### config.mk
export PLATFORM = sky130hd
export DESIGN_NAME = stereo_frame_if
export DESIGN_NICKNAME = d
export VERILOG_FILES = /design/src/rtl/sfi_pkg.sv /design/src/rtl/sfi_fifo.sv /design/src/rtl/sfi_bitclk.sv /design/src/rtl/sfi_frame.sv /design/src/rtl/stereo_frame_if.sv
export SDC_FILE = /design/constraint.sdc
export NUM_CORES = 1
export LEC_CHECK = 0
export ABC_AREA = 1
export ABC_CLOCK_PERIOD_IN_PS = 6900
export BUFFER_PORTS_ARGS = -buffer_cell sky130_fd_sc_hd__buf_2
export CAP_MARGIN = 20
export CORE_ASPECT_RATIO = 1.1
export CORE_MARGIN = 5
export CORE_UTILIZATION = 67
export DETAILED_ROUTE_END_ITERATION = 7
export PLACE_DENSITY_LB_ADDON = 0.12
export SKIP_LAST_GASP = 1
export SYNTH_ARGS = -nofsm -noshare
export SYNTH_HDL_FRONTEND = slang
export SYNTH_SLANG_ARGS = --single-unit
### constraint.sdc
create_clock -name clk_i -period 6.9 [get_ports clk_i]
set_clock_uncertainty 0.05 [all_clocks]
set_input_delay 2.07 -clock clk_i [delete_from_list [all_inputs] [get_ports clk_i]]
set_output_delay 2.07 -clock clk_i [all_outputs]
set_load 0.01 [all_outputs]
### src/rtl/sfi_pkg.sv
package sfi_pkg;
  localparam int ADDR_W = 3;
  localparam int DATA_W = 32;
  localparam int NCH    = 2;

  localparam logic [ADDR_W-1:0] A_CTRL  = 3'd0;
  localparam logic [ADDR_W-1:0] A_STAT  = 3'd1;
  localparam logic [ADDR_W-1:0] A_LEFT  = 3'd2;
  localparam logic [ADDR_W-1:0] A_RIGHT = 3'd3;
  localparam logic [ADDR_W-1:0] A_FEN   = 3'd4;

  localparam int ST_UFL = 0;
  localparam int ST_OFL = 1;
  // FIFO enable bit for channel c: tx at c, rx at NCH + c
  localparam int FEN_W  = 2 * NCH;
endpackage

### src/rtl/sfi_fifo.sv
module sfi_fifo #(
  parameter int DW    = 16,
  parameter int DEPTH = 8
) (
  input  logic                         clk_i,
  input  logic                         rst_ni,
  input  logic                         push_i,
  input  logic [DW-1:0]                wdata_i,
  input  logic                         pop_i,
  output logic [DW-1:0]                rdata_o,
  output logic [$clog2(DEPTH+1)-1:0]   count_o,
  output logic                         empty_o,
  output logic                         full_o
);
  localparam int CW = $clog2(DEPTH + 1);
  localparam int PW = (DEPTH > 1) ? $clog2(DEPTH) : 1;

  logic [DW-1:0] mem_q [DEPTH];
  logic [PW-1:0] wr_q, rd_q;
  logic [CW-1:0] cnt_q;
  logic          do_push, do_pop;

  assign empty_o = (cnt_q == '0);
  assign full_o  = (cnt_q == CW'(DEPTH));
  assign count_o = cnt_q;
  assign do_push = push_i && !full_o;
  assign do_pop  = pop_i && !empty_o;
  assign rdata_o = mem_q[rd_q];

  function automatic logic [PW-1:0] bump(input logic [PW-1:0] p);
    return (p == PW'(DEPTH - 1)) ? '0 : p + 1'b1;
  endfunction

  always_ff @(posedge clk_i or negedge rst_ni) begin
    if (!rst_ni) begin
      wr_q  <= '0;
      rd_q  <= '0;
      cnt_q <= '0;
    end else begin
      if (do_push) wr_q <= bump(wr_q);
      if (do_pop)  rd_q <= bump(rd_q);
      if (do_push && !do_pop)      cnt_q <= cnt_q + 1'b1;
      else if (do_pop && !do_push) cnt_q <= cnt_q - 1'b1;
    end
  end

  always_ff @(posedge clk_i) begin
    if (do_push) mem_q[wr_q] <= wdata_i;
  end

  AST_FIFO_BOUND: assert property (@(posedge clk_i) disable iff (!rst_ni)
    cnt_q <= CW'(DEPTH));
  AST_FULL_DROPS_PUSH: assert property (@(posedge clk_i) disable iff (!rst_ni)
    (full_o && push_i && !pop_i) |=> $stable(count_o));
endmodule

### src/rtl/sfi_bitclk.sv
module sfi_bitclk #(
  parameter int CLK_DIV = 4
) (
  input  logic clk_i,
  input  logic rst_ni,
  input  logic run_i,
  input  logic ext_sel_i,
  input  logic sclk_i,
  output logic tick_o,
  output logic sclk_o
);
  localparam int DW   = (CLK_DIV > 1) ? $clog2(CLK_DIV) : 1;
  localparam int HALF = CLK_DIV / 2;

  logic [DW-1:0] div_q;
  logic [2:0]    sync_q;
  logic          tick_int, tick_ext;

  always_ff @(posedge clk_i or negedge rst_ni) begin
    if (!rst_ni) begin
      div_q  <= '0;
      sync_q <= '0;
    end else begin
      sync_q <= {sync_q[1:0], sclk_i};
      if (!run_i || ext_sel_i)             div_q <= '0;
      else if (div_q == DW'(CLK_DIV - 1))  div_q <= '0;
      else                                 div_q <= div_q + 1'b1;
    end
  end

  assign tick_int = (div_q == DW'(CLK_DIV - 1));
  assign tick_ext = sync_q[1] && !sync_q[2];
  assign tick_o   = run_i && (ext_sel_i ? tick_ext : tick_int);
  assign sclk_o   = run_i && !ext_sel_i && (div_q >= DW'(HALF));

  generate
    if (CLK_DIV > 1) begin : g_spaced
      AST_INT_TICK_SPACED: assert property (@(posedge clk_i) disable iff (!rst_ni)
        (tick_o && !ext_sel_i) |=> !(tick_o && !ext_sel_i));
    end
  endgenerate
  AST_EXT_TICK_SRC: assert property (@(posedge clk_i) disable iff (!rst_ni)
    (tick_o && ext_sel_i) |-> $past(sclk_i, 2));
endmodule

### src/rtl/sfi_frame.sv
module sfi_frame #(
  parameter int SW        = 16,
  parameter int FRAME_LEN = 128
) (
  input  logic          clk_i,
  input  logic          rst_ni,
  input  logic          run_i,
  input  logic          tick_i,
  input  logic [SW-1:0] tx_l_i,
  input  logic [SW-1:0] tx_r_i,
  input  logic          sdin_i,
  output logic          load_o,
  output logic          rx_l_vld_o,
  output logic          rx_r_vld_o,
  output logic [SW-1:0] rx_l_data_o,
  output logic [SW-1:0] rx_r_data_o,
  output logic          lrck_o,
  output logic          sdout_o
);
  localparam int CW   = $clog2(FRAME_LEN);
  localparam int HALF = FRAME_LEN / 2;
  localparam int BW   = $clog2(SW);

  logic [CW-1:0] cnt_q, off;
  logic [SW-1:0] l_q, r_q, shl_q, shr_q;
  logic          last, in_left, in_right;
  logic [BW-1:0] idx;

  assign last     = (cnt_q == CW'(FRAME_LEN - 1));
  assign in_left  = (cnt_q < CW'(SW));
  assign in_right = (cnt_q >= CW'(HALF)) && (cnt_q < CW'(HALF + SW));
  assign off      = in_right ? cnt_q - CW'(HALF) : cnt_q;
  assign idx      = BW'(SW - 1) - off[BW-1:0];
  assign lrck_o   = (cnt_q >= CW'(HALF));
  assign sdout_o  = in_left ? l_q[idx] : (in_right ? r_q[idx] : 1'b0);

  assign load_o      = tick_i && last;
  assign rx_l_vld_o  = tick_i && (cnt_q == CW'(SW - 1));
  assign rx_r_vld_o  = tick_i && (cnt_q == CW'(HALF + SW - 1));
  assign rx_l_data_o = {shl_q[SW-2:0], sdin_i};
  assign rx_r_data_o = {shr_q[SW-2:0], sdin_i};

  always_ff @(posedge clk_i or negedge rst_ni) begin
    if (!rst_ni) begin
      cnt_q <= CW'(FRAME_LEN - 1);
      l_q   <= '0;
      r_q   <= '0;
      shl_q <= '0;
      shr_q <= '0;
    end else if (!run_i) begin
      cnt_q <= CW'(FRAME_LEN - 1);
      l_q   <= '0;
      r_q   <= '0;
    end else if (tick_i) begin
      cnt_q <= last ? '0 : cnt_q + 1'b1;
      if (last) begin
        l_q <= tx_l_i;
        r_q <= tx_r_i;
      end
      if (in_left)  shl_q <= {shl_q[SW-2:0], sdin_i};
      if (in_right) shr_q <= {shr_q[SW-2:0], sdin_i};
    end
  end

  AST_LINK_HOLDS_BETWEEN_TICKS: assert property (@(posedge clk_i) disable iff (!rst_ni)
    (run_i && !tick_i) |=> ($stable(lrck_o) && $stable(sdout_o)));
  AST_LOAD_OPENS_LEFT: assert property (@(posedge clk_i) disable iff (!rst_ni)
    (load_o && run_i) |=> !lrck_o);
endmodule

### src/rtl/stereo_frame_if.sv
module stereo_frame_if
  import sfi_pkg::*;
#(
  parameter int SW        = 16,
  parameter int TX_DEPTH  = 8,
  parameter int RX_DEPTH  = 12,
  parameter int FRAME_LEN = 128,
  parameter int CLK_DIV   = 4
) (
  input  logic              clk_i,
  input  logic              rst_ni,
  input  logic              ext_sel_i,
  input  logic              sclk_i,
  input  logic              sdin_i,
  input  logic              reg_we_i,
  input  logic              reg_re_i,
  input  logic [ADDR_W-1:0] reg_addr_i,
  input  logic [DATA_W-1:0] reg_wdata_i,
  output logic [DATA_W-1:0] reg_rdata_o,
  output logic              sclk_o,
  output logic              lrck_o,
  output logic              sdout_o,
  output logic              tx_req_o,
  output logic              rx_req_o
);
  localparam int TCW = $clog2(TX_DEPTH + 1);
  localparam int RCW = $clog2(RX_DEPTH + 1);

  logic             ctrl_en_q;
  logic [FEN_W-1:0] fen_q;
  logic [1:0]       flag_q, w1c, flag_set;

  logic             tick, load, ufl_evt, ofl_evt;
  logic [NCH-1:0]   rx_vld;
  logic [SW-1:0]    rx_word [NCH];
  logic [SW-1:0]    tx_head [NCH];
  logic [SW-1:0]    tx_lane [NCH];
  logic [SW-1:0]    rx_head [NCH];
  logic [TCW-1:0]   tx_cnt  [NCH];
  logic [RCW-1:0]   rx_cnt  [NCH];
  logic [NCH-1:0]   tx_empty, tx_full, rx_empty, rx_full;
  logic [NCH-1:0]   tx_low, rx_high, rx_push;

  sfi_bitclk #(.CLK_DIV(CLK_DIV)) u_bitclk (
    .clk_i, .rst_ni, .run_i(ctrl_en_q), .ext_sel_i, .sclk_i,
    .tick_o(tick), .sclk_o
  );

  sfi_frame #(.SW(SW), .FRAME_LEN(FRAME_LEN)) u_frame (
    .clk_i, .rst_ni, .run_i(ctrl_en_q), .tick_i(tick),
    .tx_l_i(tx_lane[0]), .tx_r_i(tx_lane[1]), .sdin_i,
    .load_o(load), .rx_l_vld_o(rx_vld[0]), .rx_r_vld_o(rx_vld[1]),
    .rx_l_data_o(rx_word[0]), .rx_r_data_o(rx_word[1]),
    .lrck_o, .sdout_o
  );

  generate
    for (genvar c = 0; c < NCH; c++) begin : g_ch
      localparam logic [ADDR_W-1:0] DA = (c == 0) ? A_LEFT : A_RIGHT;
      logic tx_push, tx_pop, rx_pop;

      assign tx_push    = reg_we_i && (reg_addr_i == DA);
      assign tx_pop     = load && fen_q[c] && !tx_empty[c];
      assign tx_lane[c] = (fen_q[c] && !tx_empty[c]) ? tx_head[c] : '0;
      assign rx_push[c] = rx_vld[c] && fen_q[NCH+c];
      assign rx_pop     = reg_re_i && (reg_addr_i == DA);
      assign tx_low[c]  = fen_q[c] && (tx_cnt[c] <= TCW'(TX_DEPTH / 2));
      assign rx_high[c] = fen_q[NCH+c] && (rx_cnt[c] >= RCW'(RX_DEPTH / 2));

      sfi_fifo #(.DW(SW), .DEPTH(TX_DEPTH)) u_txq (
        .clk_i, .rst_ni, .push_i(tx_push), .wdata_i(reg_wdata_i[SW-1:0]),
        .pop_i(tx_pop), .rdata_o(tx_head[c]), .count_o(tx_cnt[c]),
        .empty_o(tx_empty[c]), .full_o(tx_full[c])
      );

      sfi_fifo #(.DW(SW), .DEPTH(RX_DEPTH)) u_rxq (
        .clk_i, .rst_ni, .push_i(rx_push[c]), .wdata_i(rx_word[c]),
        .pop_i(rx_pop), .rdata_o(rx_head[c]), .count_o(rx_cnt[c]),
        .empty_o(rx_empty[c]), .full_o(rx_full[c])
      );
    end
  endgenerate

  assign ufl_evt  = load && |(fen_q[NCH-1:0] & tx_empty);
  assign ofl_evt  = |(rx_push & rx_full);
  assign flag_set = {ofl_evt, ufl_evt};
  assign w1c      = (reg_we_i && reg_addr_i == A_STAT) ? reg_wdata_i[1:0] : 2'b00;
  assign tx_req_o = ctrl_en_q && |tx_low;
  assign rx_req_o = |rx_high;

  always_ff @(posedge clk_i or negedge rst_ni) begin
    if (!rst_ni) begin
      ctrl_en_q <= 1'b0;
      fen_q     <= '0;
      flag_q    <= 2'b11;
    end else begin
      if (reg_we_i && reg_addr_i == A_CTRL) ctrl_en_q <= reg_wdata_i[0];
      if (reg_we_i && reg_addr_i == A_FEN)  fen_q     <= reg_wdata_i[FEN_W-1:0];
      // set wins over a same-cycle clear
      flag_q <= (flag_q & ~w1c) | flag_set;
    end
  end

  always_comb begin
    reg_rdata_o = '0;
    case (reg_addr_i)
      A_CTRL:  reg_rdata_o[0]       = ctrl_en_q;
      A_STAT:  reg_rdata_o[1:0]     = flag_q;
      A_LEFT:  reg_rdata_o[SW-1:0]  = rx_empty[0] ? '0 : rx_head[0];
      A_RIGHT: reg_rdata_o[SW-1:0]  = rx_empty[1] ? '0 : rx_head[1];
      A_FEN:   reg_rdata_o[FEN_W-1:0] = fen_q;
      default: reg_rdata_o = '0;
    endcase
  end

  AST_UFL_SET_WINS: assert property (@(posedge clk_i) disable iff (!rst_ni)
    ufl_evt |=> flag_q[ST_UFL]);
  AST_OFL_SETS_FLAG: assert property (@(posedge clk_i) disable iff (!rst_ni)
    ofl_evt |=> flag_q[ST_OFL]);
  AST_QUIET_WHEN_OFF: assert property (@(posedge clk_i) disable iff (!rst_ni)
    (!ctrl_en_q && $past(!ctrl_en_q)) |-> (!sdout_o && !sclk_o && lrck_o));
  AST_TX_REQ_NEEDS_EN: assert property (@(posedge clk_i) disable iff (!rst_ni)
    tx_req_o |-> (ctrl_en_q && |fen_q[NCH-1:0]));
endmodule

# After elaboration in Yosys (flattened, before gate mapping)
# Memory sizes are Yosys's and may differ from the RTL's.
# Index checks and enable logic that the tools add are counted.
classes:
  n_addsub: 20
  n_mul: 0
  div: 0
  magnitude_cmp: 9
  n_eq_ne: 22
  shifts: 0
  muxes: 52
  n_bitwise: 5
  n_reduce_logical: 81
ops:
  columns: ["cell", "n"]
  rows:
  - ["$mux W16", 10]
  - ["$mux W4", 13]
  - ["$logic_and A1 B1 Y1", 45]
  - ["$add A4 B1 Y4 const B", 8]
  - ["$eq A4 B4 Y1 const B", 8]
  - ["$pmux W12 S2", 1]
  - ["$mux W7", 3]
  - ["$sub A4 B1 Y4 const B", 5]
  - ["$logic_not A1 Y1", 19]
  - ["$logic_not A4 Y1", 4]
  - ["$eq A3 B3 Y1 const B", 5]
  - ["$eq A7 B7 Y1 const B", 2]
  - ["$mux W1", 13]
  - ["$add A3 B1 Y3 const B", 4]
  - ["$mux W3", 4]
  - ["$bmux W1 S4", 2]
  - ["$ge A4 B3 Y1 const B", 2]
  - ["$le A4 B3 Y1 const B", 2]
  - ["$reduce_bool A2 Y1", 4]
  - ["$reduce_or A2 Y1", 4]
  - ["$add A7 B1 Y7 const B", 1]
  - ["$eq A7 B4 Y1 const B", 1]
  - ["$ge A7 B7 Y1 const B", 1]
  - ["$lt A7 B5 Y1 const B", 1]
  - ["20 further kinds", 27]
totals:
  ff_bits: 125
  latch_bits: 0
  mem_bits_rw: 640
  romBits: 0
  inputBits: 42
  out_inout_bits: 37
  word_cells: 215
  n_memories: 4
mem_list:
  columns: ["name", "depth", "width", "read_ports", "rd_ports_with_merged_regs", "write_ports", "line", "rtl"]
  rows:
  - ["g_ch[0].u_rxq.mem_q", 12, 16, 1, 0, 1, "sfi_fifo.sv:18", "logic [DW-1:0] mem_q [DEPTH];"]
  - ["g_ch[1].u_rxq.mem_q", 12, 16, 1, 0, 1, "sfi_fifo.sv:18", null]
  - ["g_ch[0].u_txq.mem_q", 8, 16, 1, 0, 1, "sfi_fifo.sv:18", null]
  - ["g_ch[1].u_txq.mem_q", 8, 16, 1, 0, 1, "sfi_fifo.sv:18", null]

# Depth between registers and ports, before layout
depth:
  ltp_word: 11
  ltp_mapped: 16
  mapped_depth_nobuf: 16

# Modules after synthesis
# Synthesis repeated with hierarchy kept, for this count alone.
hier_totals:
  cells_unflattened: 3503
  area_unflattened_um2: 34375.5
modules_own_cells:
  columns: ["module", "n_inst", "cells_each", "area_each_um2", "seq_area_each_um2"]
  rows:
  - ["sfi_fifo (g_ch[0].u_txq ...)", 2, 639, 6123.4, 4093.9]
  - ["sfi_fifo (g_ch[1].u_rxq)", 1, 819, 8767.2, 6065.8]
  - ["sfi_fifo (g_ch[0].u_rxq)", 1, 817, 8759.7, 6065.8]
  - ["sfi_frame", 1, 337, 3209.3, 1735.4]
  - ["stereo_frame_if", 1, 230, 1179.9, 177.7]
  - ["sfi_bitclk", 1, 22, 212.7, 125.1]

# Least setup slack after synthesis
# OpenSTA, ideal clock, no wires.
synth_path:
  path_type: "input-to-output"
  start: "input reg_addr_i[2]"
  end: "output reg_rdata_o[14]"
  arrival_ns: 2.989
  required_time_ns: 4.780
  path_slack_ns: 1.791
  path_stages: 6
  n_path_buf: 1
  cell_sequence: "nor3_1 o21ai_1 inv_1 buf_2 o21ai_0 o21ai_1"
synth_via:
  elab_chain_len: 2
  elab_cells_between_ends: 3
  classes_between: "eq/ne: 2; mux: 1"
synth_lines:
  columns: ["element", "line", "rtl"]
  rows:
  - ["start, declared", "stereo_frame_if.sv:17", "input logic [ADDR_W-1:0] reg_addr_i,"]
  - ["$eq A3 B2 Y1", "stereo_frame_if.sv:106", "case (reg_addr_i)"]
  - ["$pmux W12 S2 *", "stereo_frame_if.sv:106", null]
  - ["end, declared", "stereo_frame_if.sv:19", "output logic [DATA_W-1:0] reg_rdata_o,"]
# Every way passes the cells marked *; elsewhere a longest branch is shown, timed or not.

# Worst setup path after layout
layout_path:
  start: "input reg_addr_i[2]"
  end: "output reg_rdata_o[5]"
# Same word-level chain as after synthesis.

==> run metrics <==
sequential share of the synthesized area between 70% and 80%; DR vias/cell 6.021; Setup Viol. Count Final 0; most common cell after layout, fill and taps aside edfxtp_1; fin util around 75%; mean post-synth cell area between 10 and 15 sq um; #FFs+latches synth roughly 770; Ys Warns 0; Via Count between 20000 and 25000; Resize count post-CTS 0; Pleak between 10 and 15 nW; CP Capture Type output pin; Die Span Y 238.5 microns; DP HPWL around 42 mm; Clock Latency Late Sink 0.62 ns; first-pass GRT wire length 112.7 mm; Storage cell area approximately 22000 sq um; die width 217.7 microns; GP Congestion between 0.8 and 0.9; GRT Overall Usage between 20% and 30%; Worst VDD drop 268.6 uV; Fmax approximately 170 MHz; Fin Setup TNS 0 ns; initial antenna violation count 8; H-tree Lvls 3; clk buf depth 3; cell area after layout around 35000 sq um; worst setup path category primary input to output pin; HP Class register to register; Total Wirelength around 73 mm; CTS Sinks approximately 770; RSZ-0062 raised after global routing false; Max-Slew Margin vs Limit a little under 30%; Inserted Clock Buffers 74; Max Slew Vio Count 0; Layout fillers 2969; root buf cell clkbuf_16; status complete, no violations; # DRC 0; slew at the pin with the worst max-slew slack 1.056 ns; placed inst area between 30000 and 40000 sq um; footprint of the multi-input gates around 8400 sq um; Worst EP required between 4 and 5 ns; postcts setup bufs 0; grt ovf 0; CORE AREA ~47000 sq um; clk slew on worst S/H paths 0.06 ns; synth unique cells 40; DR iter-0 viols 2187; startpoint types primary input; Setup WS post-layout a little under 0.9 ns; Cell Rows between 80 and 90; Total Nets Final a little under 3000; antenna-violating nets left 0; cells after synthesis 2772; CTS tree done; Initial Util a little under 70%; P per Cell Area 357.6 nW/um^2; DP Worst Slack about 0.95 ns; share of layout cells above drive strength 1 9.895%; hold_buf cts 0; Critical Path AT between 3 and 4 ns; most frequent cells in the layout 640 x edfxtp_1, 551 x nand2_1, 332 x nand3_1; Pwr Total 0.01259 W; First-pass DRT Iterations 5; io pins 79; largest net degree at the start of global routing approximately 100; area grow syn2layout 10.76%; Post-Syn Area roughly 32000 sq um; Die ar. ~52000 sq um; Buffers on Ports 46; maximum capacitance violations 0; Fin. Hold Viols 0; Final Cycle Share 87.18%; critical path fanouts, max 16; WL/cell 20.66 microns; vias in the first global route 20760; Final min period approximately 6.0 ns
final cells by class:
cell class                 instances  share of cell area [%]
antenna                            3                 0.02131
clock buffer                      98                   5.716
clock inverter                    39                   1.311
inverter                         134                   1.428
multi-input combinational       1729                   23.78
sequential                       765                   63.48
tap                              637                   2.263
timing repair buffer             105                   2.000
report_power, final:
group / switching (W) / internal (W) / leakage [nW]
Sequential: 0.000205 / 0.00513 / 6.46
Clock: 0.00169 / 0.00241 / 1.20
Combinational: 0.00221 / 0.000950 / 4.90
Total: 0.00410 / 0.00849 / 12.6
sequential cells by signal, indices dropped and copies added (netlist names), 2 cells and up:
signal / count
g_ch.u_txq.wr_q: 6
u_frame.shl_q: 15
g_ch.u_txq.rd_q: 6
flag_q: 2
u_bitclk.div_q: 2
u_frame.r_q: 16
g_ch.u_rxq.wr_q: 8
g_ch.u_txq.count_o: 8
u_frame.shr_q: 15
g_ch.u_rxq.mem_q: 384
g_ch.u_rxq.rd_q: 8
g_ch.u_txq.mem_q: 256
g_ch.u_rxq.count_o: 8
u_bitclk.sync_q: 3
u_frame.l_q: 16
u_frame.cnt_q: 7
fen_q: 4
cell usage after synthesis (all sizes together):
library cell / number / area (sq um)
nor2: 318 / 1226
dfstp: 9 / 236.5
inv: 128 / 480.5
or2: 3 / 18.77
xor2: 3 / 26.28
fa: 4 / 80.08
o21ai: 280 / 1405
nand3b: 1 / 7.510
nand4: 2 / 12.51
edfxtp: 640 / 19220
a21boi: 1 / 7.510
conb: 1 / 3.750
ha: 33 / 412.9
nand2: 555 / 2093
nor3: 41 / 220.2
o211ai: 68 / 510.5
nand3: 335 / 1692
a31oi: 2 / 27.53
mux2: 3 / 33.78
o22ai: 18 / 112.6
buf: 93 / 533.0
clkinv: 6 / 22.52
clkbuf: 66 / 247.7
o21bai: 1 / 7.510
a22oi: 1 / 7.510
dfrtp: 116 / 2903
a21oi: 35 / 175.2
xnor2: 9 / 78.83
path summary, 6_finish.rpt:
kind / to / cells past startpoint / from / slack, ns
setup / recovery: reg_rdata_o[5] / 7 / reg_addr_i[2] / 0.88
hold / removal: u_bitclk.sync_q[1] / 0 / u_bitclk.sync_q[0] / 0.31
setup reg to reg: g_ch[1].u_rxq.count_o[3] / 16 / u_bitclk.div_q[0] / 3.06
hold reg to reg: u_bitclk.sync_q[1] / 0 / u_bitclk.sync_q[0] / 0.31
max in group asynchronous: u_frame.r_q[11] / 2 / rst_ni / 4.11
min in group asynchronous: u_frame.shr_q[9] / 1 / rst_ni / 1.47
critical path, cell delays in order:
cell and delay [ns]:
buf_2 0.12, nor3_1 0.33, o21ai_1 0.20, inv_1 0.44, o21ai_0 0.17, o21ai_0 0.36
buf_2 0.21
kinds of logic (layout without fill, tap and decap cells):
family | after synthesis | after routing | synth area share (%)
buf+inv | 293 | 376 | 4.037
xor+xnor | 12 | 12 | 0.3305
simple gates | 1255 | 1255 | 16.57
compound gates | 406 | 406 | 7.086
flops | 765 | 765 | 70.31
mux | 3 | 3 | 0.1062
other cells | 1 | 19 | 0.01179
fa+ha+maj | 37 | 37 | 1.550
per-layer routing:
| layer | global-route usage [%] | wire, microns |
|---|---|---|
| met1 | 36.11 | 27080 |
| met2 | 48.02 | 37190 |
| met3 | 4.294 | 5545 |
| met4 | 11.40 | 2653 |
| met5 | 0 | 57 |
per-stage QoR:
stage | std cells | hold WS (ns)
final | 3510 | 0.3091
after CTS | 3505 | 0.3097
after global routing | 3507 | 0.3210
after global placement | 3368 | 0.3048
after floorplan | 2787 | 0.2812
after detailed placement | 3368 | 0.2963
No activity file was read; power rests on OpenSTA's default activity.
